File: src/rtl/scx_pkg.sv
package scx_pkg;
  // Mesh input ports handled by one controller, in tie-break order.
  localparam int NUM_PORTS = 4;
  localparam int PORT_W    = $clog2(NUM_PORTS);
  // Cycles from a request to its grant; also the request spacing window.
  localparam int GNT_LAT   = 2;
  // Port indices: north, east, south, west.
  localparam logic [PORT_W-1:0] DIR_N = 2'd0;
  localparam logic [PORT_W-1:0] DIR_E = 2'd1;
  localparam logic [PORT_W-1:0] DIR_S = 2'd2;
  localparam logic [PORT_W-1:0] DIR_W = 2'd3;
endpackage

File: src/rtl/scx_hop_arb.sv
module scx_hop_arb
  import scx_pkg::*;
#(
  parameter int HOP_W = 4,
  parameter int VC_W  = 2
) (
  input  logic                       clk,
  input  logic                       rst_n,
  input  logic [NUM_PORTS-1:0]       elig,
  input  logic [NUM_PORTS*HOP_W-1:0] hops,
  input  logic [NUM_PORTS*VC_W-1:0]  vcs,
  output logic                       any,
  output logic [PORT_W-1:0]          win,
  output logic [VC_W-1:0]            win_vc
);

  logic [HOP_W-1:0] best_hops;

  // Scan in port order; strict compare keeps the earlier port on a tie.
  always_comb begin
    any       = 1'b0;
    win       = '0;
    best_hops = '0;
    for (int i = 0; i < NUM_PORTS; i++) begin
      if (elig[i] && (!any || (hops[i*HOP_W +: HOP_W] > best_hops))) begin
        any       = 1'b1;
        win       = PORT_W'(i);
        best_hops = hops[i*HOP_W +: HOP_W];
      end
    end
  end

  assign win_vc = vcs[win*VC_W +: VC_W];

  logic [HOP_W-1:0] win_hops_chk;
  assign win_hops_chk = hops[win*HOP_W +: HOP_W];

  for (genvar p = 0; p < NUM_PORTS; p++) begin : g_arb_chk
    AST_NO_LONGER_LOSER: assert property (@(posedge clk) disable iff (!rst_n)
      (any && elig[p]) |-> (hops[p*HOP_W +: HOP_W] <= win_hops_chk));
    AST_TIE_LOW_PORT: assert property (@(posedge clk) disable iff (!rst_n)
      (any && elig[p] && (hops[p*HOP_W +: HOP_W] == win_hops_chk)) |-> (win <= PORT_W'(p)));
  end

endmodule

File: src/rtl/scx_req_pacer.sv
module scx_req_pacer
  import scx_pkg::*;
#(
  parameter int VC_W = 2
) (
  input  logic              clk,
  input  logic              rst_n,
  input  logic              cand,
  input  logic [PORT_W-1:0] cand_port,
  input  logic [VC_W-1:0]   cand_vc,
  input  logic              ni_gnt,
  output logic              ni_req,
  output logic              land,
  output logic [PORT_W-1:0] land_port,
  output logic              byp_vld,
  output logic [PORT_W-1:0] byp_port,
  output logic [VC_W-1:0]   byp_vc
);

  localparam int HOLD_W = $clog2(GNT_LAT + 1);

  logic [HOLD_W-1:0]  hold_q, hold_d;
  logic [GNT_LAT-1:0] pend_q, pend_d;
  logic [PORT_W-1:0]  lat_port_q;
  logic [VC_W-1:0]    lat_vc_q;
  logic               byp_vld_q, byp_vld_d;
  logic [PORT_W-1:0]  byp_port_q;
  logic [VC_W-1:0]    byp_vc_q;

  // Forward only when the spacing window has drained.
  assign ni_req    = cand && (hold_q == '0);
  // A grant counts only when it lines up with the outstanding request.
  assign land      = pend_q[GNT_LAT-1] && ni_gnt;
  assign land_port = lat_port_q;

  always_comb begin
    if (ni_req)
      hold_d = HOLD_W'(GNT_LAT);
    else if (hold_q != '0)
      hold_d = hold_q - 1'b1;
    else
      hold_d = hold_q;
    pend_d    = {pend_q[GNT_LAT-2:0], ni_req};
    byp_vld_d = land;
  end

  always_ff @(posedge clk or negedge rst_n) begin
    if (!rst_n) begin
      hold_q    <= '0;
      pend_q    <= '0;
      byp_vld_q <= 1'b0;
    end else begin
      hold_q    <= hold_d;
      pend_q    <= pend_d;
      byp_vld_q <= byp_vld_d;
    end
  end

  // Winner identity, captured when the request leaves.
  always_ff @(posedge clk or negedge rst_n) begin
    if (!rst_n) begin
      lat_port_q <= '0;
      lat_vc_q   <= '0;
    end else if (ni_req) begin
      lat_port_q <= cand_port;
      lat_vc_q   <= cand_vc;
    end
  end

  // Bypass departure tag, loaded when a grant lands.
  always_ff @(posedge clk or negedge rst_n) begin
    if (!rst_n) begin
      byp_port_q <= '0;
      byp_vc_q   <= '0;
    end else if (land) begin
      byp_port_q <= lat_port_q;
      byp_vc_q   <= lat_vc_q;
    end
  end

  assign byp_vld  = byp_vld_q;
  assign byp_port = byp_port_q;
  assign byp_vc   = byp_vc_q;

  AST_REQ_GAP_ONE: assert property (@(posedge clk) disable iff (!rst_n)
    ni_req |=> !ni_req);
  AST_REQ_GAP_TWO: assert property (@(posedge clk) disable iff (!rst_n)
    ni_req |=> ##1 !ni_req);
  AST_BYP_HAS_REQ: assert property (@(posedge clk) disable iff (!rst_n)
    byp_vld |-> $past(ni_req, GNT_LAT + 1));
  AST_STRAY_GNT_IDLE: assert property (@(posedge clk) disable iff (!rst_n)
    (ni_gnt && !pend_q[GNT_LAT-1]) |=> !byp_vld);

endmodule

File: src/rtl/scx_xbar_pipe.sv
module scx_xbar_pipe
  import scx_pkg::*;
(
  input  logic                 clk,
  input  logic                 rst_n,
  input  logic [NUM_PORTS-1:0] in_vld,
  input  logic                 kill,
  input  logic [PORT_W-1:0]    kill_port,
  output logic [NUM_PORTS-1:0] xbar_go
);

  // Stages 2 and 3 (VC and switch allocation) are pure delay here;
  // the crossbar slot is dropped when a grant lands in stage 3.
  localparam int MID = GNT_LAT;

  for (genvar p = 0; p < NUM_PORTS; p++) begin : g_port
    logic [MID-1:0] sh_q, sh_d;
    logic           go_q, go_d;

    always_comb begin
      sh_d = {sh_q[MID-2:0], in_vld[p]};
      go_d = sh_q[MID-1] && !(kill && (kill_port == PORT_W'(p)));
    end

    always_ff @(posedge clk or negedge rst_n) begin
      if (!rst_n) begin
        sh_q <= '0;
        go_q <= 1'b0;
      end else begin
        sh_q <= sh_d;
        go_q <= go_d;
      end
    end

    assign xbar_go[p] = go_q;

    AST_XBAR_FROM_ARRIVAL: assert property (@(posedge clk) disable iff (!rst_n)
      xbar_go[p] |-> $past(in_vld[p], MID + 1));
  end

endmodule

File: src/rtl/subnet_xchg_ctrl.sv
module subnet_xchg_ctrl
  import scx_pkg::*;
#(
  parameter int  SUBNET_ID = 1,
  parameter int  HOP_W     = 4,
  parameter int  VC_W      = 2,
  parameter int  BUF_DEPTH = 4,
  localparam int CW        = (BUF_DEPTH >= 4) ? $clog2(BUF_DEPTH) : 2
) (
  input  logic                       clk,
  input  logic                       rst_n,
  input  logic [NUM_PORTS-1:0]       in_vld,
  input  logic [NUM_PORTS-1:0]       in_ctrl,
  input  logic [NUM_PORTS-1:0]       in_moved,
  input  logic [NUM_PORTS*HOP_W-1:0] in_hops,
  input  logic [NUM_PORTS*VC_W-1:0]  in_vc,
  output logic                       ni_req,
  input  logic                       ni_gnt,
  output logic                       byp_vld,
  output logic [PORT_W-1:0]          byp_port,
  output logic [VC_W-1:0]            byp_vc,
  output logic [NUM_PORTS-1:0]       xbar_go,
  output logic [NUM_PORTS*CW-1:0]    cr_cnt
);

  logic [NUM_PORTS-1:0] elig;
  logic                 cand;
  logic [PORT_W-1:0]    cand_port;
  logic [VC_W-1:0]      cand_vc;
  logic                 land;
  logic [PORT_W-1:0]    land_port;

  // Subnet 0 is the destination of every move, so its routers never ask.
  if (SUBNET_ID == 0) begin : g_base_subnet
    assign elig = '0;
  end else begin : g_upper_subnet
    for (genvar p = 0; p < NUM_PORTS; p++) begin : g_elig
      assign elig[p] = in_vld[p] && in_ctrl[p] && !in_moved[p];
    end
  end

  scx_hop_arb #(
    .HOP_W (HOP_W),
    .VC_W  (VC_W)
  ) u_arb (
    .clk    (clk),
    .rst_n  (rst_n),
    .elig   (elig),
    .hops   (in_hops),
    .vcs    (in_vc),
    .any    (cand),
    .win    (cand_port),
    .win_vc (cand_vc)
  );

  scx_req_pacer #(
    .VC_W (VC_W)
  ) u_pacer (
    .clk       (clk),
    .rst_n     (rst_n),
    .cand      (cand),
    .cand_port (cand_port),
    .cand_vc   (cand_vc),
    .ni_gnt    (ni_gnt),
    .ni_req    (ni_req),
    .land      (land),
    .land_port (land_port),
    .byp_vld   (byp_vld),
    .byp_port  (byp_port),
    .byp_vc    (byp_vc)
  );

  scx_xbar_pipe u_pipe (
    .clk       (clk),
    .rst_n     (rst_n),
    .in_vld    (in_vld),
    .kill      (land),
    .kill_port (land_port),
    .xbar_go   (xbar_go)
  );

  // A flit moving into the bypass buffer and an older flit crossing the
  // switch can both free a slot of the same input buffer this cycle.
  for (genvar p = 0; p < NUM_PORTS; p++) begin : g_credit
    logic byp_free;
    assign byp_free = land && (land_port == PORT_W'(p));
    assign cr_cnt[p*CW +: CW] = CW'(xbar_go[p]) + CW'(byp_free);
  end

  AST_REQ_FROM_CONTROL: assert property (@(posedge clk) disable iff (!rst_n)
    ni_req |-> (in_vld[cand_port] && in_ctrl[cand_port] && !in_moved[cand_port]));
  AST_BYP_NOT_XBAR: assert property (@(posedge clk) disable iff (!rst_n)
    byp_vld |-> !xbar_go[byp_port]);

endmodule

File: config.mk
export PLATFORM = sky130hd
export DESIGN_NAME = subnet_xchg_ctrl
export DESIGN_NICKNAME = d
export VERILOG_FILES = /design/src/rtl/scx_pkg.sv /design/src/rtl/scx_hop_arb.sv /design/src/rtl/scx_req_pacer.sv /design/src/rtl/scx_xbar_pipe.sv /design/src/rtl/subnet_xchg_ctrl.sv
export SDC_FILE = /design/constraint.sdc
export NUM_CORES = 1
export LEC_CHECK = 0
export ABC_AREA = 1
export BUFFER_PORTS_ARGS = -buffer_cell sky130_fd_sc_hd__buf_4
export CAP_MARGIN = 30
export CORE_UTILIZATION = 53
export DETAILED_ROUTE_END_ITERATION = 10
export MAX_ROUTING_LAYER = met4
export PLACE_DENSITY = 0.85
export SLEW_MARGIN = 20
export SYNTH_ARGS = -nofsm -noshare
export SYNTH_HDL_FRONTEND = slang
export SYNTH_SLANG_ARGS = --single-unit
File: constraint.sdc
create_clock -name clk -period 2.7 [get_ports clk]
set_input_delay 0.81 -clock clk [delete_from_list [all_inputs] [get_ports clk]]
set_output_delay 0.81 -clock clk [all_outputs]
set_load 0.02 [all_outputs]
# Word-level counts from Yosys, hierarchy flattened
# Index checks and enable logic that the tools add are counted.
# classes
magnitude_cmp	3
add_sub_neg	5
mux	12
shift	1
eq_ne	3
reduce_logical	39
# op_table
cell	count
$logic_and A1 B1 Y1	21
$gt A4 B4 Y1	3
$mux W4	3
$logic_not A1 Y1	11
$add A1 B1 Y2	4
$mux W2	4
$shiftx A8 B4 Y2	1
$mux W1	5
$eq A2 B2 Y1 const B	2
$logic_not A2 Y1	2
$reduce_bool A2 Y1	2
$logic_or A1 B1 Y1	3
$eq A2 B1 Y1 const B	1
$sub A2 B1 Y2 const B	1
# totals
elab_cells	78
input_bits	39
output_inout_bits	18
register_bits	25

# Logic depth before layout (Yosys ltp)
# Gate-level depths: netlist (run 1).
# depth
ltp_word	17
ltp_mapped	41
mapped_depth_nobuf	40

# Modules after synthesis
# Synthesis (run 1) repeated with hierarchy kept, for this count alone.
# hier_totals
hier_cells	209
hier_area_um2	1577.8
# by_module_without_submodules
mod	cells_per_inst	seq_area_each_um2	area_each_um2	n_inst
scx_hop_arb	105	0.0	569.3	1
scx_req_pacer	54	325.3	510.5	1
scx_xbar_pipe	30	300.3	387.9	1
subnet_xchg_ctrl	20	0.0	110.1	1

# Worst setup path after synthesis (run 1)
# No wires, ideal clock.
# synth_timing
kind	input-to-reg
from	in in_vld[0]
to	reg u_pacer.lat_vc_q[0]
required_ns	2.635
setup_slack_ns	-1.239
n_path_buf	1
arrival_ns	3.873
path_stages	38
setup_time_ns	0.065
path_cell_list	nand2_2 nor2_4 nand2_1 ha_1 nand2_1 inv_1 nand2_1 nand2_1 nand2_1 nand2_1 nand2_2 nand2_1 o21ai_1 ha_1 nand2_1 inv_2 nand2_1 nand2_1 [... 2 more ...] nand2_4 buf_6 nand2_1 o21ai_0 ha_1 inv_1 nor2_1 o21ai_0 nand2_1 nand2_1 nand2_2 nand2_4 nand2_1 nor2_1 nand2_1 nand2_1 nand2_1 nand2_1
# synth_between
elab_chain_cells	16
elab_cells_between_ends	26
classes_between	3 x order compare; 1 x shift; 10 x mux; 12 x reduce/logical
# synth_lines
element	line_no	source
start, declared	subnet_xchg_ctrl.sv:12	input logic [NUM_PORTS-1:0] in_vld,
$logic_and A1 B1 Y1 * (2 in a row)	subnet_xchg_ctrl.sv:38	assign elig[p] = in_vld[p] && in_ctrl[p] && !in_moved[p];
$mux W4 or $mux W1 (tied branches)	scx_hop_arb.sv:25	if (elig[i] && (!any || (hops[i*HOP_W +: HOP_W] > best_hops))) begin
$gt A4 B4 Y1 or $logic_not A1 Y1 (tied branches)	scx_hop_arb.sv:25	
$logic_or A1 B1 Y1	scx_hop_arb.sv:25	
$logic_and A1 B1 Y1	scx_hop_arb.sv:25	
$mux W4 or $mux W1 (tied branches)	scx_hop_arb.sv:25	
$gt A4 B4 Y1 or $logic_not A1 Y1 (tied branches)	scx_hop_arb.sv:25	
$logic_or A1 B1 Y1	scx_hop_arb.sv:25	
$logic_and A1 B1 Y1	scx_hop_arb.sv:25	
$mux W4 or $mux W1 (tied branches)	scx_hop_arb.sv:25	
$gt A4 B4 Y1 or $logic_not A1 Y1 (tied branches)	scx_hop_arb.sv:25	
$logic_or A1 B1 Y1	scx_hop_arb.sv:25	
$logic_and A1 B1 Y1	scx_hop_arb.sv:25	
$mux W2 or $mux W1 (tied branches)	scx_hop_arb.sv:25	
$shiftx A8 B4 Y2 or $logic_and A1 B1 Y1 (tied branches)	scx_hop_arb.sv:33, scx_req_pacer.sv:31	
end signal, assigned	scx_req_pacer.sv:66	lat_vc_q <= cand_vc;
end, declared	scx_req_pacer.sv:25	logic [VC_W-1:0] lat_vc_q;
# Every way passes the cells marked *; elsewhere a longest branch is shown, timed or not.
# A chain may end at the register's enable or synchronous reset.

# Worst setup path in the final report (run 1)
# layout_timing
from	in in_ctrl[0]
to	reg u_pacer.lat_vc_q[0]
# layout_between
elab_chain_cells	16
elab_cells_between_ends	26
classes_between	3 x order compare; 1 x shift; 10 x mux; 12 x reduce/logical
# layout_lines
element	line_no	source
start, declared	subnet_xchg_ctrl.sv:13	input logic [NUM_PORTS-1:0] in_ctrl,
$logic_and A1 B1 Y1 * (2 in a row)	subnet_xchg_ctrl.sv:38	
$mux W4 or $mux W1 (tied branches)	scx_hop_arb.sv:25	
$gt A4 B4 Y1 or $logic_not A1 Y1 (tied branches)	scx_hop_arb.sv:25	
$logic_or A1 B1 Y1	scx_hop_arb.sv:25	
$logic_and A1 B1 Y1	scx_hop_arb.sv:25	
$mux W4 or $mux W1 (tied branches)	scx_hop_arb.sv:25	
$gt A4 B4 Y1 or $logic_not A1 Y1 (tied branches)	scx_hop_arb.sv:25	
$logic_or A1 B1 Y1	scx_hop_arb.sv:25	
$logic_and A1 B1 Y1	scx_hop_arb.sv:25	
$mux W4 or $mux W1 (tied branches)	scx_hop_arb.sv:25	
$gt A4 B4 Y1 or $logic_not A1 Y1 (tied branches)	scx_hop_arb.sv:25	
$logic_or A1 B1 Y1	scx_hop_arb.sv:25	
$logic_and A1 B1 Y1	scx_hop_arb.sv:25	
$mux W2 or $mux W1 (tied branches)	scx_hop_arb.sv:25	
$shiftx A8 B4 Y2 or $logic_and A1 B1 Y1 (tied branches)	scx_hop_arb.sv:33, scx_req_pacer.sv:31	
# Marks and branches as above.

==> summary.txt, run 1 <==
Finish
  • Finished Layout Cells: 314
  • Layout cells sized above 1: 49.12%
  • Cell area after layout: 2432 sq um
  • Final-stage net count: 340
  • Commonest non-fill, non-tap cell in the layout: buf_4
  • N_diodes: 0
  • Fin util: 88.20%
  • Area Growth Syn to Fin: 57.92%
  • Most frequent cells in the layout: buf_4, nand2_1, inv_1

Global routing
  • First-pass GRT wire length: 6527 microns
  • Initial antenna violation count: 0
  • Vias in the first global route: 1596
  • Pin count of the biggest net entering global routing: 26
  • Gr usage total: 27.57%
  • GR Overflow Total: 0

Detailed routing
  • Via density: 5.535
  • DR pass1 iterations: 4
  • Total wire length: 5239 microns
  • DRT antenna net count: 0
  • Drt initial violations: 116
  • Routed vias: 1738
  • WL per Instance: 16.68 microns
  • DRC viols: 0

Synthesis
  • Synth unique cells: 21
  • FF+latch count, synth: 25
  • Syn_area_per_cell: 7.899 sq um
  • Mapped Cells: 195
  • Yosys top cell area share: 40.62%
  • Synthesis Warnings: 0
  • Seq/Total Area, Yosys: 40.62%
  • Yosys top cell by area: dfrtp_1
  • Ranking of synthesized cells by area: dfrtp_1, nand2_1, ha_1
  • Synth Cell Area: 1540 sq um
  • Syn nets: 251

Min path
  • Min-Delay Path Class: in -> async

Critical path
  • Critical Path Most Common Cell: nand2_1
  • Family with the most delay on the worst path: simple AND/OR/NAND/NOR gates
  • Crit-path max FO: 8
  • Cells on worst reg2reg path: 8
  • CP max stage cell: ha_1
  • CP Class: in -> reg
  • Flop2flop setup slack: 1.31 ns
  • Slowest stage delay, CP: 0.31 ns
  • R2R Path End: u_pacer.lat_vc_q[1]
  • Critical Path RT: 2.97 ns
  • CP Buf/Inv Count: 3
  • Worst EP arrival: 4.56 ns
  • R2r startpoint: u_pacer.hold_q[0]
  • CP Capture Type: register
  • Crit start category: input port

STA
  • Hold Slack: 0.3543 ns
  • Period utilization: 158.7%
  • Max_slew headroom: 74.89%
  • Final setup viols: 4
  • Fin crit period: 4.285 ns
  • Final worst slack: -1.585 ns
  • Setup TNS: -6.106 ns
  • Fin. Hold Viols: 0
  • Clock skew: 0.008767 ns
  • Worst slew pin tran: 0.3752 ns
  • RSZ-0062 raised after global routing: true
  • Final Max Slew Viols: 0
  • Max Clk Rate: 0.2334 GHz

Floorplanning
  • Die area: 3126 sq um
  • Row count: 19
  • Die height: 55.91 microns
  • Boundary pin count: 57
  • Die W: 55.91 microns
  • Initial Util: 55.85%
  • Core box area: 2758 sq um

Clocking
  • Clk slew on worst S/H paths: 0.13 ns
  • Root buf cell: clkbuf_4
  • Clk buf depth: 2
  • Clk_lat worst skew: 0.32 ns
  • Htree depth: 1
  • CTS tree: yes
  • TritonCTS sink count: 25
  • Num CTS Buffers: 3
  • Hold buffers post-CTS: 0

Run status
  • Violated checks: setup timing
  • Outcome: complete, but fails checks

Placement
  • # placed instances: 295
  • Post-detail-place hpwl: 2613 microns
  • Setup WS pre-CTS: -1.616 ns
  • RePlAce Congestion: 0.8089
  • DP Area: 2112 sq um
  • # port buffers: 56

Power and ir drop
  • Power Density: 508.4 nW/um^2
  • Pwr Total: 1.237 mW
  • Leak Pwr: 1.358 nW
  • Max VDD drop: 562.3 uV

Flow run
  • Max Cap Viol: 0
sequential cells by signal, indices dropped and copies added (netlist names):
signal and count:
u_pacer.byp_port 2, u_pacer.byp_vc 2, u_pacer.byp_vld 1, u_pacer.hold_q 2
u_pacer.land_port 2, u_pacer.lat_vc_q 2, u_pacer.pend_q 2, u_pipe.g_port.go_q 4
u_pipe.g_port.sh_q 8
metal layers:
layer / track usage (%) / wire length [microns] / up-vias
li1: - / - / 785
met1: 28.01 / 1813 / 789
met2: 51.64 / 2697 / 120
met3: 2.791 / 341 / 44
met4: 14.98 / 387 / 0
met5: - / 0 / -
cell usage after synthesis (all sizes together):
master	number
buf	5
nor2	19
ha	17
nand3	6
a21oi	5
nand3b	1
a31oi	1
nand4	1
o21ai	15
nand2	66
nor3	2
dfrtp	25
inv	32
cell type report:
cell class	instances	area [sq um]
clock buffers	3	22.52
repair buffers	87	671.9
multi-input cells	135	945.9
clock inverters	1	7.507
fillers	144	325.3
inverters	32	120.1
well taps	31	38.79
flip-flops and latches	25	625.6
repair_timing:
action / in CTS / in global routing
pin swaps: 24 / 33
gates cloned: 2 / 0
gates resized for setup: 18 / 26
setup endpoints to repair: 4 / 4
setup buffers: 9 / 4
kinds of logic (layout without fill, tap and decap cells):
kind of cell / count (synthesis) / after routing / share of synthesized area [%]
buf+inv: 37 / 123 / 10.48
compound gates: 21 / 21 / 7.149
flops: 25 / 25 / 40.62
fa+ha+maj: 17 / 17 / 13.81
simple gates: 95 / 97 / 27.95
worst max-delay path by stage:
stage          startpoint                  end  slack (ns)  cells after the start
6_report       in_ctrl[0]  u_pacer.lat_vc_q[0]       -1.58                     39
5_1_grt        in_ctrl[0]  u_pacer.lat_vc_q[0]       -1.74                     38
4_1_cts         in_vld[0]  u_pacer.lat_vc_q[0]       -1.22                     38
3_5_place_dp    in_vld[0]  u_pacer.lat_vc_q[0]       -1.62                     34
3_3_place_gp    in_vld[0]  u_pacer.lat_vc_q[0]       -1.50                     33
2_1_floorplan   in_vld[0]  u_pacer.lat_vc_q[0]       -1.18                     38
report_power, final:
group / switching (mW) / internal [mW] / total (mW) / leakage (nW)
registers: 0.0560 / 0.464 / 0.520 / 0.304
logic: 0.307 / 0.243 / 0.550 / 1.04
clock network: 0.110 / 0.0567 / 0.167 / 0.0139
total: 0.474 / 0.763 / 1.24 / 1.36
worst register-to-register path, cell delays in order, from the launching register on:
cell and delay, ns:
dfrtp_1 0.43, inv_1 0.07, ha_1 0.16, inv_1 0.09
nor2_4 0.12, buf_4 0.17, nand4_1 0.12, nand2_1 0.10
a21oi_2 0.06
Power figures use the tool's default switching activity.
==> run 2: changes to the inputs <==
- CORE_UTILIZATION: 53 -> 49
- PLACE_DENSITY: 0.85 -> 0.79
- SKIP_LAST_GASP: not set -> 1
- clock period: 2.7 -> 4.6 ns (I/O delays scaled with it)
==> summary.txt, run 2 (synthesis results as in run 1) <==
Run status
  • Outcome: complete, but fails checks
  • Violated checks: DRC

Floorplanning
  • Initial Util: 53.55%
  • Boundary pin count: 57
  • Core box area: 2877 sq um
  • Die height: 58.07 microns
  • Die W: 58.07 microns
  • Die area: 3372 sq um
  • Row count: 19

Clocking
  • Hold buffers post-CTS: 0
  • Num CTS Buffers: 3
  • Clk buf depth: 2
  • TritonCTS sink count: 25
  • Root buf cell: clkbuf_4
  • Htree depth: 1
  • CTS tree: yes
  • Clk_lat worst skew: 0.32 ns
  • Clk slew on worst S/H paths: 0.14 ns

STA
  • Worst slew pin tran: 0.3195 ns
  • Fin. Hold Viols: 0
  • Final Max Slew Viols: 0
  • Max Clk Rate: 0.2233 GHz
  • Fin crit period: 4.478 ns
  • Clock skew: 0.01320 ns
  • RSZ-0062 raised after global routing: true
  • Max_slew headroom: 78.62%
  • Period utilization: 97.36%
  • Final setup viols: 0

Finish
  • Max FFs per register: 8
  • N_diodes: 0
  • Commonest non-fill, non-tap cell in the layout: buf_4
  • Largest regs: u_pipe.g_port.sh_q: 8 flops, u_pipe.g_port.go_q: 4 flops
  • Layout cells sized above 1: 44.24%
  • Finished Layout Cells: 311
  • Most frequent cells in the layout: buf_4, nand2_1, inv_1
  • Largest reg by FF count: u_pipe.g_port.sh_q
  • Fill cells: 194
  • Final-stage net count: 326
  • Area Growth Syn to Fin: 46.71%

Power and ir drop
  • Max VDD drop: 208.5 uV
  • Pwr Total: 0.6765 mW
  • Leak Pwr: 1.283 nW
  • Power Density: 299.4 nW/um^2

Detailed routing
  • DRT antenna net count: 0
  • DRC viols: 4
  • Total wire length: 3475 microns
  • Drt initial violations: 46
  • Routed vias: 1485
  • WL per Instance: 11.17 microns
  • Via density: 4.775
  • DR pass1 iterations: 7

Critical path
  • Critical Path Most Common Cell: nand2_1
  • CP Capture Type: register
  • CP max stage cell: ha_1
  • Crit start category: input port
  • Slowest stage delay, CP: 0.31 ns
  • Crit path from: in_vld[0]
  • R2r startpoint: u_pacer.hold_q[0]
  • Crit-path max FO: 8
  • Critical Path RT: 4.82 ns
  • Worst EP arrival: 4.70 ns
  • CP Class: in -> reg

Placement
  • RePlAce Congestion: 0.7699
  • # placed instances: 302
  • Post-detail-place hpwl: 2665 microns
  • # port buffers: 56

Global routing
  • Vias in the first global route: 1363
  • Pin count of the biggest net entering global routing: 26
  • GR Overflow Total: 0
  • Gr usage total: 21.73%
  • Initial antenna violation count: 0
  • First-pass GRT wire length: 5499 microns

Min path
  • Min-Delay Path Class: reg -> reg
  • Hold_sp: u_pipe.g_port[0].sh_q[0]

Flow run
  • Max Cap Viol: 0
-- run 2: through the flow --
| stage | util [%] | instance area, sq um | TNS, ns | hold slack, ns | setup slack, ns |
|---|---|---|---|---|---|
| after CTS | 73.25 | 2107 | 0 | 0.3658 | 0.09298 |
| after global routing | 78.56 | 2260 | -0.3849 | 0.3729 | -0.1703 |
| after detailed placement | 72.21 | 2077 | -0.5502 | 0.3355 | -0.2378 |
| after floorplan | - | 1540 | 0 | 0.3312 | 0.09140 |
| after global placement | 72.21 | 2077 | -0.3092 | 0.3322 | -0.1657 |
| final | 78.56 | 2260 | 0 | 0.3623 | 0.1216 |
-- run 2: report_power, final --
part           total (mW)  switching (mW)  internal (mW)  leakage (nW)
logic               0.277           0.154          0.123         0.965
clock network      0.0955          0.0623         0.0332        0.0139
registers           0.304          0.0317          0.272         0.304
-- run 2: worst paths after layout --
path	endpoint	slack, ns	cells past startpoint
setup reg to reg	u_pacer.lat_vc_q[1]	3.28	7
hold reg to reg	u_pipe.g_port[0].sh_q[1]	0.36	0
setup / recovery	u_pacer.lat_vc_q[0]	0.12	37
max in group asynchronous	u_pipe.g_port[0].go_q	3.43	1
min in group asynchronous	u_pacer.byp_port[1]	0.92	1
hold / removal	u_pipe.g_port[0].sh_q[1]	0.36	0
-- run 2: layout make-up --
class	count	area [sq um]	share of cell area (%)
Multi-Input combinational cell	135	875.8	38.76
Tap cell	42	52.55	2.326
Timing Repair Buffer	73	555.5	24.58
Sequential cell	25	625.6	27.69
Clock inverter	1	7.507	0.3322
Clock buffer	3	22.52	0.9967
Inverter	32	120.1	5.316
-- run 2: what timing repair did --
action / CTS / global route
buffers inserted: 0 / 3
gates resized for setup: 0 / 35
hold endpoints to repair: 0 / 0
endpoints found under the setup margin: 0 / 4
-- run 2: worst max-delay path: cells and delay by family --
kind,cells,cell delay (ns)
compound gates,4,0.34
buf+inv,3,0.19
simple gates,27,1.85
fa+ha+maj,3,0.90
-- run 2: metal layers --
metal / up-vias / global-route usage, % / share of wire [%]
li1: 754 / - / -
met1: 673 / 26.26 / 41
met2: 52 / 38.10 / 52
met3: 6 / 2.679 / 5.3
met4: 0 / 6.122 / 1.6
met5: - / - / 0
==> run 3: changes to the inputs <==
- HOLD_SLACK_MARGIN: not set -> 0.03
- clock period: 4.6 -> 4.3 ns (I/O delays scaled with it)
==> summary.txt, run 3 (synthesis results as in run 1) <==
Critical path
  • CP Class: in -> reg
  • Crit start category: input port
  • Flop2flop setup slack: 2.98 ns
  • CP Capture Type: register
  • Slowest stage delay, CP: 0.28 ns
  • Crit-path max FO: 8
  • Worst EP arrival: 4.70 ns
  • Critical Path RT: 4.53 ns
  • CP max stage cell: ha_4
  • Critical Path Most Common Cell: nand2_2

Detailed routing
  • Drt initial violations: 53
  • Total wire length: 3310 microns
  • Routed vias: 1452
  • WL per Instance: 10.78 microns
  • DRC viols: 6
  • Via density: 4.730
  • DR pass1 iterations: 7
  • DRT antenna net count: 0

Clocking
  • Num CTS Buffers: 3
  • CTS tree: yes
  • Clk_lat worst skew: 0.32 ns
  • TritonCTS sink count: 25
  • Root buf cell: clkbuf_4
  • Htree depth: 1
  • Clk buf depth: 2
  • Clk slew on worst S/H paths: 0.14 ns

STA
  • Fin crit period: 4.478 ns
  • RSZ-0062 raised after global routing: true
  • Hold Slack: 0.3643 ns
  • Final Max Slew Viols: 0
  • Max Clk Rate: 0.2233 GHz
  • Worst slew pin tran: 0.3257 ns
  • Fin. Hold Viols: 0
  • Max_slew headroom: 78.21%
  • Final worst slack: -0.1776 ns
  • Final setup viols: 3
  • Clock skew: 0.01271 ns
  • Period utilization: 104.1%

Run status
  • Violated checks: DRC, setup timing
  • Outcome: complete, but fails checks

Finish
  • Max FFs per register: 8
  • Final-stage net count: 322
  • Largest regs: u_pipe.g_port.sh_q: 8 flops, u_pipe.g_port.go_q: 4 flops
  • Commonest non-fill, non-tap cell in the layout: buf_4
  • Area Growth Syn to Fin: 48.98%
  • Layout cells sized above 1: 46.42%
  • Fin util: 79.77%
  • Most frequent cells in the layout: buf_4, nand2_1, inv_1
  • N_diodes: 0
  • Finished Layout Cells: 307
  • Largest reg by FF count: u_pipe.g_port.sh_q

Floorplanning
  • Die area: 3372 sq um
  • Core box area: 2877 sq um
  • Die W: 58.07 microns
  • Row count: 19
  • Boundary pin count: 57
  • Initial Util: 53.55%
  • Die height: 58.07 microns

Global routing
  • Gr usage total: 20.44%
  • Vias in the first global route: 1322
  • GR Overflow Total: 0
  • Initial antenna violation count: 0
  • Pin count of the biggest net entering global routing: 26
  • First-pass GRT wire length: 5209 microns

Placement
  • # port buffers: 56
  • Post-detail-place hpwl: 2449 microns
  • # placed instances: 298
  • RePlAce Congestion: 0.7696

Min path
  • Min-Delay Path Class: reg -> reg

Power and ir drop
  • Leak Pwr: 1.268 nW
  • Pwr Total: 0.7290 mW
  • Power Density: 317.7 nW/um^2
  • Max VDD drop: 173.8 uV

Flow run
  • Max Cap Viol: 0
## run 3: cell types whose count changed in the layout (fill, tap and decap cells not counted), moves of 2 or more
cell,before,now
ha_4,2,4
nand2_4,6,4
o21ai_1,3,5
ha_1,15,12
buf_8,0,2
o21ai_0,7,4
nand2_2,18,21
buf_4,71,67
nand2_1,44,40
## run 3: cell type report
class | instances | area, sq um
Multi-Input combinational cell | 133 | 910.9
Sequential cell | 25 | 625.6
Fill cell | 198 | 581.8
Timing Repair Buffer | 71 | 555.5
Inverter | 32 | 120.1
Tap cell | 42 | 52.55
Clock buffer | 3 | 22.52
Clock inverter | 1 | 7.507
## run 3: final timing paths
check                                               from  cells past startpoint                       end
worst min register to register  u_pipe.g_port[1].sh_q[0]                      0  u_pipe.g_port[1].sh_q[1]
worst max register to register         u_pacer.hold_q[0]                      7       u_pacer.lat_vc_q[1]
worst max-delay path                          in_ctrl[0]                     36      u_pacer.land_port[1]
max in group asynchronous                          rst_n                      1       u_pacer.byp_port[0]
worst min-delay path            u_pipe.g_port[1].sh_q[0]                      0  u_pipe.g_port[1].sh_q[1]
min in group asynchronous                          rst_n                      1     u_pipe.g_port[0].go_q
## run 3: routing by layer
layer / GRT usage [%] / wire length [microns]
met1: 24.03 / 1367
met2: 36.29 / 1758
met3: 2.009 / 143
met4: 7.143 / 40
met5: - / 0
## run 3: repair_timing
action                                 4_1_cts  5_1_grt
endpoints found under the hold margin        0        0
setup endpoints to repair                    2        4
buffers inserted                             0        5
gates resized for setup                      5       42
pin swaps                                    0       37
hold buffers                                 0        0
## run 3: metrics by stage
step	setup TNS, ns	instance area (sq um)	worst slack, ns
finish	-0.4928	2295	-0.1776
global route	-1.665	2295	-0.4957
CTS	-0.01812	2112	-0.01812
detailed placement	-1.294	2063	-0.4056
global placement	-1.153	2063	-0.3745
floorplan	-0.06161	1556	-0.05985
## run 3: power breakdown
part	switching, mW	internal, mW	total [mW]
registers	0.0358	0.291	0.327
logic	0.164	0.133	0.297
clock network	0.0692	0.0356	0.105
total	0.269	0.460	0.729
## run 3: worst max-delay path: cells and delay by family
kind	cells	cell delay (ns)
AOI/OAI and AO/OA	4	0.47
buffers and inverters	4	0.47
and+or+nand+nor	25	1.73
adders and majority gates	3	0.70
